`config.mk`:
```
export PLATFORM = sky130hd
export DESIGN_NAME = tblwalk_top
export DESIGN_NICKNAME = d
export VERILOG_FILES = /design/src/rtl/tblwalk_pkg.sv /design/src/rtl/tblwalk_eaddr.sv /design/src/rtl/tblwalk_pa.sv /design/src/rtl/tblwalk_perm.sv /design/src/rtl/tblwalk_top.sv
export SDC_FILE = /design/constraint.sdc
export NUM_CORES = 1
export LEC_CHECK = 0
export CAP_MARGIN = 20
export CORE_AREA = 3 3 153 155
export DETAILED_ROUTE_END_ITERATION = 16
export DIE_AREA = 0 0 156 158
export DONT_BUFFER_PORTS = 1
export REMOVE_ABC_BUFFERS = 1
export SLEW_MARGIN = 25
export SYNTH_ARGS = -nofsm -noshare
export SYNTH_HDL_FRONTEND = slang
export SYNTH_SLANG_ARGS = --single-unit
```
`constraint.sdc`:
```
create_clock -name clk -period 4.4 [get_ports clk]
set_input_delay 0.44 -clock clk [delete_from_list [all_inputs] [get_ports clk]]
set_output_delay 0.44 -clock clk [all_outputs]
set_load 0.02 [all_outputs]
```
`src/rtl/tblwalk_pkg.sv`:
```
package tblwalk_pkg;

    typedef enum logic [1:0] {
        ET_INVALID = 2'd0,
        ET_PTD     = 2'd1,
        ET_PTE     = 2'd2,
        ET_RESV    = 2'd3
    } etype_e;

    typedef enum logic [1:0] {
        FLT_NONE    = 2'd0,
        FLT_INVALID = 2'd1,
        FLT_XLATE   = 2'd2,
        FLT_PROT    = 2'd3
    } fault_e;

    typedef enum logic [1:0] {
        ACC_READ  = 2'd0,
        ACC_WRITE = 2'd1,
        ACC_EXEC  = 2'd2,
        ACC_EXEC2 = 2'd3
    } kind_e;

    typedef enum logic [1:0] {
        ST_IDLE,
        ST_READ,
        ST_WBACK,
        ST_DONE
    } state_e;

    localparam int BIT_CACHE = 7;
    localparam int BIT_MOD   = 6;
    localparam int BIT_REF   = 5;
    localparam int ACC_LSB   = 2;
    localparam int ACC_W     = 3;
    localparam int ATTR_W    = 8;
    localparam int ET_W      = 2;

endpackage

```
`src/rtl/tblwalk_eaddr.sv`:
```
// Entry address for the table word of a given level.
module tblwalk_eaddr #(
    parameter int L1_W  = 8,
    parameter int L2_W  = 6,
    parameter int L3_W  = 6,
    parameter int PA_W  = 36,
    localparam int VPN_W = L1_W + L2_W + L3_W
) (
    input  logic [PA_W-1:0]  base,
    input  logic [1:0]       lvl,
    input  logic [VPN_W-1:0] vpn,
    output logic [PA_W-1:0]  ent_addr
);
    logic [PA_W-1:0] ofs;

    always_comb begin
        unique case (lvl)
            2'd0:    ofs = PA_W'(vpn[VPN_W-1 -: L1_W]) << 2;
            2'd1:    ofs = PA_W'(vpn[L3_W +: L2_W]) << 2;
            default: ofs = PA_W'(vpn[0 +: L3_W]) << 2;
        endcase
        ent_addr = base + ofs;
    end
endmodule

```
`src/rtl/tblwalk_pa.sv`:
```
// Physical address from a leaf page number, keeping untranslated low bits.
module tblwalk_pa #(
    parameter int L1_W  = 8,
    parameter int L2_W  = 6,
    parameter int L3_W  = 6,
    parameter int OFF_W = 12,
    parameter int PA_W  = 36,
    localparam int PPN_W = PA_W - OFF_W,
    localparam int LOW_W = L2_W + L3_W + OFF_W
) (
    input  logic [PPN_W-1:0] ppn,
    input  logic [1:0]       lvl,
    input  logic [LOW_W-1:0] va_low,
    output logic [PA_W-1:0]  pa
);
    localparam int KEEP_L1 = LOW_W;
    localparam int KEEP_L2 = L3_W + OFF_W;
    localparam int KEEP_L3 = OFF_W;

    logic [PA_W-1:0] keep_mask;
    logic [PA_W-1:0] full;

    always_comb begin
        unique case (lvl)
            2'd0:    keep_mask = (PA_W'(1) << KEEP_L1) - PA_W'(1);
            2'd1:    keep_mask = (PA_W'(1) << KEEP_L2) - PA_W'(1);
            default: keep_mask = (PA_W'(1) << KEEP_L3) - PA_W'(1);
        endcase
        full = {ppn, {OFF_W{1'b0}}};
        pa   = (full & ~keep_mask) | (PA_W'(va_low) & keep_mask);
    end
endmodule

```
`src/rtl/tblwalk_perm.sv`:
```
// Permission check: user and supervisor rights per access code.
module tblwalk_perm
    import tblwalk_pkg::*;
(
    input  logic [ACC_W-1:0] acc,
    input  logic             sup,
    input  kind_e            kind,
    output logic             ok
);
    logic [2:0] u_rwx;
    logic [2:0] s_rwx;
    logic [2:0] rwx;

    always_comb begin
        unique case (acc)
            3'd0: begin u_rwx = 3'b100; s_rwx = 3'b100; end
            3'd1: begin u_rwx = 3'b110; s_rwx = 3'b110; end
            3'd2: begin u_rwx = 3'b101; s_rwx = 3'b101; end
            3'd3: begin u_rwx = 3'b111; s_rwx = 3'b111; end
            3'd4: begin u_rwx = 3'b001; s_rwx = 3'b001; end
            3'd5: begin u_rwx = 3'b100; s_rwx = 3'b110; end
            3'd6: begin u_rwx = 3'b000; s_rwx = 3'b101; end
            default: begin u_rwx = 3'b000; s_rwx = 3'b111; end
        endcase
        rwx = sup ? s_rwx : u_rwx;
        unique case (kind)
            ACC_READ:  ok = rwx[2];
            ACC_WRITE: ok = rwx[1];
            default:   ok = rwx[0];
        endcase
    end

    always_comb begin
        if (kind == ACC_WRITE && !sup && acc == 3'd5)
            AST_USER5_NO_WRITE: assert (!ok) else $error("user write allowed on code 5");
    end
endmodule

```
`src/rtl/tblwalk_top.sv`:
```
module tblwalk_top #(
    parameter int L1_W  = 8,
    parameter int L2_W  = 6,
    parameter int L3_W  = 6,
    parameter int OFF_W = 12,
    parameter int PA_W  = 36,
    parameter int ENT_W = 32
) (
    input  logic                      clk,
    input  logic                      rst_n,
    input  logic [ENT_W-3:0]          root_ptp,
    input  logic                      req_valid,
    output logic                      req_ready,
    input  logic [L1_W+L2_W+L3_W+OFF_W-1:0] req_vaddr,
    input  logic [1:0]                req_kind,
    input  logic                      req_super,
    output logic                      mem_req,
    output logic                      mem_we,
    output logic [PA_W-1:0]           mem_addr,
    output logic [ENT_W-1:0]          mem_wdata,
    input  logic                      mem_ack,
    input  logic [ENT_W-1:0]          mem_rdata,
    output logic                      done,
    output logic [PA_W-1:0]           pa,
    output logic                      cacheable,
    output logic [1:0]                fault
);
    import tblwalk_pkg::*;

    localparam int VA_W     = L1_W + L2_W + L3_W + OFF_W;
    localparam int VPN_W    = L1_W + L2_W + L3_W;
    localparam int LOW_W    = L2_W + L3_W + OFF_W;
    localparam int PTP_W    = ENT_W - ET_W;
    localparam int PTR_SH   = PA_W - PTP_W;
    localparam int PPN_W    = PA_W - OFF_W;
    localparam logic [1:0] LVL_LAST = 2'd2;

    // ---------------- state and data registers ----------------
    state_e            state_q, state_d;
    logic [VA_W-1:0]   va_q;
    kind_e             kind_q;
    logic              sup_q;
    logic [1:0]        lvl_q;
    logic [PA_W-1:0]   addr_q;
    logic [ENT_W-1:0]  wb_q;
    logic [PA_W-1:0]   pa_q;
    logic              c_q;
    fault_e            flt_q;

    // ---------------- decode of the returned word ----------------
    etype_e            et;
    logic              perm_ok;
    logic [ENT_W-1:0]  upd;
    logic              need_wb;
    logic              is_write;

    assign et       = etype_e'(mem_rdata[ET_W-1:0]);
    assign is_write = (kind_q == ACC_WRITE);
    assign upd      = mem_rdata
                    | (ENT_W'(1) << BIT_REF)
                    | (is_write ? (ENT_W'(1) << BIT_MOD) : '0);
    assign need_wb  = (upd != mem_rdata);

    // ---------------- entry address generator ----------------
    logic [PA_W-1:0]  ea_base;
    logic [1:0]       ea_lvl;
    logic [VPN_W-1:0] ea_vpn;
    logic [PA_W-1:0]  ea_addr;

    always_comb begin
        if (state_q == ST_IDLE) begin
            ea_base = {root_ptp, {PTR_SH{1'b0}}};
            ea_lvl  = 2'd0;
            ea_vpn  = req_vaddr[VA_W-1:OFF_W];
        end else begin
            ea_base = {mem_rdata[ENT_W-1:ET_W], {PTR_SH{1'b0}}};
            ea_lvl  = lvl_q + 2'd1;
            ea_vpn  = va_q[VA_W-1:OFF_W];
        end
    end

    tblwalk_eaddr #(
        .L1_W(L1_W), .L2_W(L2_W), .L3_W(L3_W), .PA_W(PA_W)
    ) u_eaddr (
        .base     (ea_base),
        .lvl      (ea_lvl),
        .vpn      (ea_vpn),
        .ent_addr (ea_addr)
    );

    // ---------------- leaf address and permission ----------------
    logic [PA_W-1:0] leaf_pa;

    tblwalk_pa #(
        .L1_W(L1_W), .L2_W(L2_W), .L3_W(L3_W), .OFF_W(OFF_W), .PA_W(PA_W)
    ) u_pa (
        .ppn    (mem_rdata[ENT_W-1 -: PPN_W]),
        .lvl    (lvl_q),
        .va_low (va_q[LOW_W-1:0]),
        .pa     (leaf_pa)
    );

    tblwalk_perm u_perm (
        .acc  (mem_rdata[ACC_LSB +: ACC_W]),
        .sup  (sup_q),
        .kind (kind_q),
        .ok   (perm_ok)
    );

    // ---------------- state register ----------------
    always_ff @(posedge clk) begin
        if (!rst_n) state_q <= ST_IDLE;
        else        state_q <= state_d;
    end

    // ---------------- next state ----------------
    always_comb begin
        state_d = state_q;
        unique case (state_q)
            ST_IDLE:  if (req_valid) state_d = ST_READ;
            ST_READ: begin
                if (mem_ack) begin
                    unique case (et)
                        ET_PTD:  if (lvl_q == LVL_LAST) state_d = ST_DONE;
                        ET_PTE:  state_d = (perm_ok && need_wb) ? ST_WBACK : ST_DONE;
                        default: state_d = ST_DONE;
                    endcase
                end
            end
            ST_WBACK: if (mem_ack) state_d = ST_DONE;
            ST_DONE:  state_d = ST_IDLE;
        endcase
    end

    // ---------------- walk data ----------------
    always_ff @(posedge clk) begin
        if (!rst_n) begin
            va_q   <= '0;
            kind_q <= ACC_READ;
            sup_q  <= 1'b0;
            lvl_q  <= 2'd0;
            addr_q <= '0;
            wb_q   <= '0;
            pa_q   <= '0;
            c_q    <= 1'b0;
            flt_q  <= FLT_NONE;
        end else begin
            unique case (state_q)
                ST_IDLE: begin
                    if (req_valid) begin
                        va_q   <= req_vaddr;
                        kind_q <= kind_e'(req_kind);
                        sup_q  <= req_super;
                        lvl_q  <= 2'd0;
                        addr_q <= ea_addr;
                        pa_q   <= '0;
                        c_q    <= 1'b0;
                        flt_q  <= FLT_NONE;
                    end
                end
                ST_READ: begin
                    if (mem_ack) begin
                        unique case (et)
                            ET_PTD: begin
                                if (lvl_q == LVL_LAST) begin
                                    flt_q <= FLT_XLATE;
                                end else begin
                                    lvl_q  <= lvl_q + 2'd1;
                                    addr_q <= ea_addr;
                                end
                            end
                            ET_PTE: begin
                                if (!perm_ok) begin
                                    flt_q <= FLT_PROT;
                                end else begin
                                    pa_q <= leaf_pa;
                                    c_q  <= mem_rdata[BIT_CACHE];
                                    wb_q <= upd;
                                end
                            end
                            ET_INVALID: flt_q <= FLT_INVALID;
                            default:    flt_q <= FLT_XLATE;
                        endcase
                    end
                end
                default: ;
            endcase
        end
    end

    // ---------------- outputs ----------------
    assign mem_addr  = addr_q;
    assign mem_wdata = wb_q;

    always_comb begin
        req_ready = 1'b0;
        mem_req   = 1'b0;
        mem_we    = 1'b0;
        done      = 1'b0;
        pa        = '0;
        cacheable = 1'b0;
        fault     = FLT_NONE;
        unique case (state_q)
            ST_IDLE:  req_ready = 1'b1;
            ST_READ:  mem_req = 1'b1;
            ST_WBACK: begin
                mem_req = 1'b1;
                mem_we  = 1'b1;
            end
            ST_DONE: begin
                done      = 1'b1;
                pa        = pa_q;
                cacheable = c_q;
                fault     = flt_q;
            end
        endcase
    end

    // ---------------- assertions ----------------
    AST_DONE_PULSE: assert property (@(posedge clk) disable iff (!rst_n)
        done |=> !done) else $error("done held longer than one cycle");

    AST_REQ_HOLD: assert property (@(posedge clk) disable iff (!rst_n)
        (mem_req && !mem_ack) |=> (mem_req && $stable(mem_addr) && $stable(mem_we)))
        else $error("memory request dropped or changed before ack");

    AST_IDLE_QUIET: assert property (@(posedge clk) disable iff (!rst_n)
        req_ready |-> (!mem_req && !done)) else $error("activity while idle");

    AST_FAULT_ZERO: assert property (@(posedge clk) disable iff (!rst_n)
        (done && fault != 2'd0) |-> (pa == '0 && !cacheable))
        else $error("address shown with a fault");

    AST_WB_REF_SET: assert property (@(posedge clk) disable iff (!rst_n)
        (mem_req && mem_we) |-> mem_wdata[BIT_REF]) else $error("write-back without referenced bit");

    AST_WB_THEN_DONE: assert property (@(posedge clk) disable iff (!rst_n)
        (mem_req && mem_we && mem_ack) |=> (done && fault == 2'd0))
        else $error("write-back not followed by a clean result");

endmodule

```
# Word-level counts from Yosys, hierarchy flattened
# Cells that the tools add are included.
# classes
addsub	2
eq_ne	25
mux	49
n_bitwise	5
n_reduce_logical	18
# op_table
cell	count
$mux 36	10
$pmux 36 s2	2
$pmux 24 s2	1
$add 36x36->36	1
$and 36x36->36	1
$not 24->36	1
$or 36x36->36	1
$ne 32x32->1	1
$or 32x7->32	1
$mux 2	13
$and 24x24->24	1
$mux 20	1
$pmux 10 s2	1
$pmux 3 s5	1
$reduce_and 5->1	3
$pmux 2 s2	3
$pmux 3 s4	1
$eq 2x1->1 const B	5
$logic_not 2->1	5
$mux 1	10
$ne 2x2->1 const B	5
$eq 3x3->1 const B	3
$eq 2x2->1 const B	4
$pmux 2 s4	1
other kinds (15)	23
# word_totals
regBits	146
inputBits	101
output_inout_bits	111
wordCells	109

# Depth between registers and ports, before layout
# depth
ltp_word	10
mapped_depth	19
depth_no_buf	15

# Cells and area by module
# Synthesis repeated with hierarchy kept, for this count alone.
# unflattened
cells_unflattened	866
hier_area_um2	7390.8
# by_module_without_submodules
mod	n_inst	cells_per_inst	area_per_inst_um2	seq_area_each_um2
tblwalk_top	1	691	6012.0	2922.8
tblwalk_eaddr	1	129	953.4	0.0
tblwalk_pa	1	38	369.1	0.0
tblwalk_perm	1	8	56.3	0.0

# Worst setup path before layout
# No wires, ideal clock.
# synth_path
path_kind	register to register
from	reg state_q[0]
to	reg addr_q[18], in the netlist mem_addr[18]
t_arrival_ps	3525
setup_slack_ps	759
path_stages_with_launch	19
n_path_buf	4
cell_sequence	dfxtp_1 -> inv_1 -> ha_1 -> buf_6 -> buf_6 -> buf_2 -> buf_2 -> mux2_2 -> o22ai_1 -> nor2_1 -> ha_1 -> inv_1 -> fa_1 -> nor2b_1 -> o21a_1 -> o211ai_1 -> a2111oi_2 -> mux2i_1 -> a31o_1
# synth_between
elab_chain_len	9
word_cells_on_any_way	20
classes_between	1 x add/sub; 6 x eq/ne; 9 x mux; 4 x reduce/logical
# synth_rtl
element	line_no	text
from (decl)	tblwalk_top.sv:39	state_e state_q, state_d;
from (signal assigned)	tblwalk_top.sv:113	else state_q <= state_d;
$logic_not 2->1	tblwalk_top.sv:71, tblwalk_top.sv:148	
$mux 2	tblwalk_top.sv:71	if (state_q == ST_IDLE) begin
$eq 2x1->1 or $logic_not 2->1 (tied branches)	tblwalk_eaddr.sv:17	unique case (lvl)
$pmux 10 s2	tblwalk_eaddr.sv:17	
$add 36x36->36	tblwalk_eaddr.sv:22	ent_addr = base + ofs;
$mux 36	tblwalk_top.sv:165	if (lvl_q == LVL_LAST) begin
$mux 36	tblwalk_top.sv:163	unique case (et)
$mux 36	tblwalk_top.sv:162	if (mem_ack) begin
$pmux 36 s2	tblwalk_top.sv:148	unique case (state_q)
to (signal assigned)	tblwalk_top.sv:155	addr_q <= ea_addr;
to (signal assigned)	tblwalk_top.sv:169	addr_q <= ea_addr;
to (decl)	tblwalk_top.sv:44	logic [PA_W-1:0] addr_q;
# Parallel ways exist; a longest one is shown, timed or not. The select of a mux whose other input is x is not followed.
# A chain may end at the register's enable or synchronous reset.

# Worst setup path in the final report
# layout_path
from	reg lvl_q[0]
to	reg addr_q[34], in the netlist mem_addr[34]
# layout_between
elab_chain_len	9
word_cells_on_any_way	14
classes_between	2 x add/sub; 3 x eq/ne; 7 x mux; 2 x reduce/logical
# layout_rtl
element	line_no	text
from (decl)	tblwalk_top.sv:43	logic [1:0] lvl_q;
from (signal assigned)	tblwalk_top.sv:168	lvl_q <= lvl_q + 2'd1;
$add 2x1->2	tblwalk_top.sv:77	ea_lvl = lvl_q + 2'd1;
$mux 2	tblwalk_top.sv:71	
$eq 2x1->1 or $logic_not 2->1 (tied branches)	tblwalk_eaddr.sv:17	
$pmux 10 s2	tblwalk_eaddr.sv:17	
$add 36x36->36	tblwalk_eaddr.sv:22	
$mux 36	tblwalk_top.sv:165	
$mux 36	tblwalk_top.sv:163	
$mux 36	tblwalk_top.sv:162	
$pmux 36 s2	tblwalk_top.sv:148	
# Parallel ways exist; a longest one is shown, timed or not. The select of a mux whose other input is x is not followed.

==> flow_summary.toml <==
[run_status]
outcome = "finished, final reports clean"

[global_routing]
grt_overflow = 0
grt_first_pass_wirelength_um = 35300
grt_usage_pct = 18.7
antenna_found_initial = 1
grt_max_degree = 76
grt_pass1_vias = 5934

[clocking]
cts_num_sinks = 144
cts_tree = "done"
cts_resized = 0
h-tree-depth = 4
cts_root_buf = "clkbuf_16"
cts_setup_buffers = 0
clk-insertion-delay-late_ns = 0.43
numCtsBuffers = 17
holdBufCountCts = 0
clk_path_buf_depth = 2
clkTransAtPathRegs_ns = 0.07

[drt]
vias_per_cell = 5.39
drc_errors = 0
drt-total-wl_um = 23700
wire_per_inst_um = 20.5
via_count = 6240
first_pass_iters = 6
ant_nets = 0
drt_iter0_drc = 415

[power_and_ir_drop]
p_per_area_nw_per_um2 = 706
ir_worst_vdd_mv = 0.319
power.total_mw = 5.66
p_leak_nw = 3.00

[floorplanning]
dieArea_um2 = 24600
rows = 54
die_h_um = 158
die_w_um = 156
num_io_pins = 212
start_util_pct = 33.1
core_um2 = 22000

[critical_path]
path_class = "flip-flop to flip-flop"
worstPathMaxFanout = 13
path_delay_family = "compound AO/OA/AOI/OAI gates"
slowest_delay_ns = 0.46
crit_arrival_ns = 4.06
cp_cell_sequence = "inv_1 -> ha_1 -> inv_1 -> a21oi_1 -> o22ai_1 -> nor2_1 -> ha_1 -> inv_1 -> fa_1 -> nor2b_1 -> o21a_1 -> o211a_1 -> a31o_2 -> nand3_1 -> a21oi_1"
start_kind = "flip-flop"
worstSetupEndpointType = "flip-flop"
slowest_stage = "a21oi_1"
cp_common_cell = "inv_1"
crit_required_ns = 4.74
cp_num_buf_inv = 3

[timing]
finalWorstSetupSlack_ns = 0.675
skew_ns = 0.0135
worst_pin_slew_ns = 0.957
min_period_over_period_pct = 84.7
rsz0062_at_grt = "no"
slew_violations = 0
clock.fmax_mhz = 268
setup_viol = 0
tns_ns = 0
slew_headroom_pct = 36.0
finalCriticalPeriod_ns = 3.72
whs_ns = 0.137
finalHoldViolCount = 0

[finish]
final-seq-area_um2 = 2880
layout-drive-gt1-share_pct = 10.3
stdcell_count = 1157
design_area_um2 = 8020
syn_to_final_growth_pct = 10.3
multi_input_area_um2 = 4030
fillers = 2254
post-route-util_pct = 36.5
fin_nets = 977

[synth]
syn_area_per_cell_um2 = 8.10
synthCells = 898
ys_warn_count = 0
netlist_area_um2 = 7270
ys_seq_area_share_pct = 39.7
ys_ff_latch = 144
synth_area_leaders = "dfxtp_1 (40%), nand2_1 (9.3%), a21oi_1 (7.2%)"
synth_ff_type = "dfxtp_1"
ys_types = 65
synth_most_common_cell = "nand2_1"
ys_async_sr_fraction_pct = 0
synth-edff-count = 0
yosysTopAreaCell = "dfxtp_1"
synth_top_area_share_pct = 39.7
ys_top_cells_by_count = "nand2_1 (181), dfxtp_1 (144), a21oi_1 (105)"

[worst_hold_path]
min_path_type = "primary input to flip-flop"

[placed_design]
place_inst = 1124
gp_congestion = 0.840
postPlaceCellArea_um2 = 7410
io_buffers = 0
dp_hpwl_um = 16800
pre_cts_ws_ns = 0.736

[run]
drv_cap = 0
==> final timing paths <==
check	start	endpoint	slack (ns)	cells after the start
worst min register to register	pa_q[18]	pa_q[18]	0.45	2
worst max register to register	lvl_q[0]	mem_addr[34]	0.68	15
worst min-delay path	req_vaddr[14]	va_q[14]	0.14	2
worst max-delay path	lvl_q[0]	mem_addr[34]	0.68	15
==> state kept, by name, indices dropped and copies added, names as in the netlist <==
register,flops
pa_q,36
mem_addr,34
mem_wdata,32
va_q,32
flt_q,2
kind_q,2
lvl_q,2
state_q,2
c_q,1
sup_q,1
==> cell type report <==
| class | instances | area share, % |
|---|---|---|
| inverters | 13 | 0.640 |
| clock buffers | 19 | 5.65 |
| well taps | 280 | 4.37 |
| clock inverters | 13 | 1.90 |
| repair buffers | 13 | 1.22 |
| diodes | 1 | 0.0312 |
| flip-flops and latches | 144 | 36.0 |
| multi-input cells | 674 | 50.2 |
==> cell usage in the layout (no fill, tap or decap), types with 5 or more instances in the layout <==
| cell type | instances |
|---|---|
| mux2i_1 | 35 |
| nand4_1 | 10 |
| o21ai_1 | 7 |
| xnor2_1 | 5 |
| or3_1 | 5 |
| a211oi_1 | 5 |
| o22ai_1 | 6 |
| nor2_1 | 56 |
| a22oi_1 | 26 |
| nand2_1 | 181 |
| o21ai_0 | 21 |
| and2_1 | 43 |
| a21oi_1 | 105 |
| and3_1 | 7 |
| ha_1 | 9 |
| a31oi_1 | 5 |
| mux2_2 | 25 |
| nor2b_1 | 9 |
| clkbuf_16 | 17 |
| and4_1 | 5 |
| dfxtp_1 | 144 |
| inv_1 | 12 |
| buf_4 | 13 |
| nand3_1 | 42 |
==> worst reg2reg max path: stages, from the launching register on <==
cell and delay (ns):
dfxtp_1 0.37, inv_1 0.11, ha_1 0.35, inv_1 0.05, a21oi_1 0.46, o22ai_1 0.17
nor2_1 0.17, ha_1 0.19, inv_1 0.06, fa_1 0.41, nor2b_1 0.13, o21a_1 0.22
o211a_1 0.45, a31o_2 0.23, nand3_1 0.07, a21oi_1 0.21
==> per-layer routing <==
layer	routed length, um	part of all wire (%)	vias to the layer above	GRT usage [%]
met5	0	0	-	0
met4	238	1.0	0	4.67
met3	2140	9.0	17	6.94
met2	10900	46	217	29.6
met1	10400	44	2961	24.1
li1	-	-	3045	-
==> power by group <==
part	internal [mW]	leakage, nW	switching [mW]	total, mW
clock	0.879	0.293	0.628	1.51
combinational	0.814	1.54	1.44	2.25
sequential	1.54	1.17	0.361	1.90
==> cells by family after synthesis <==
group,Yosys count,synth area share (%)
simple gates,380,24.8
buf+inv,81,5.59
fa+ha+maj,13,2.34
other cells,1,0.0516
compound gates,210,17.8
flops,144,39.7
mux,60,8.69
xor+xnor,9,1.08
(Power assumes the default switching activity.)
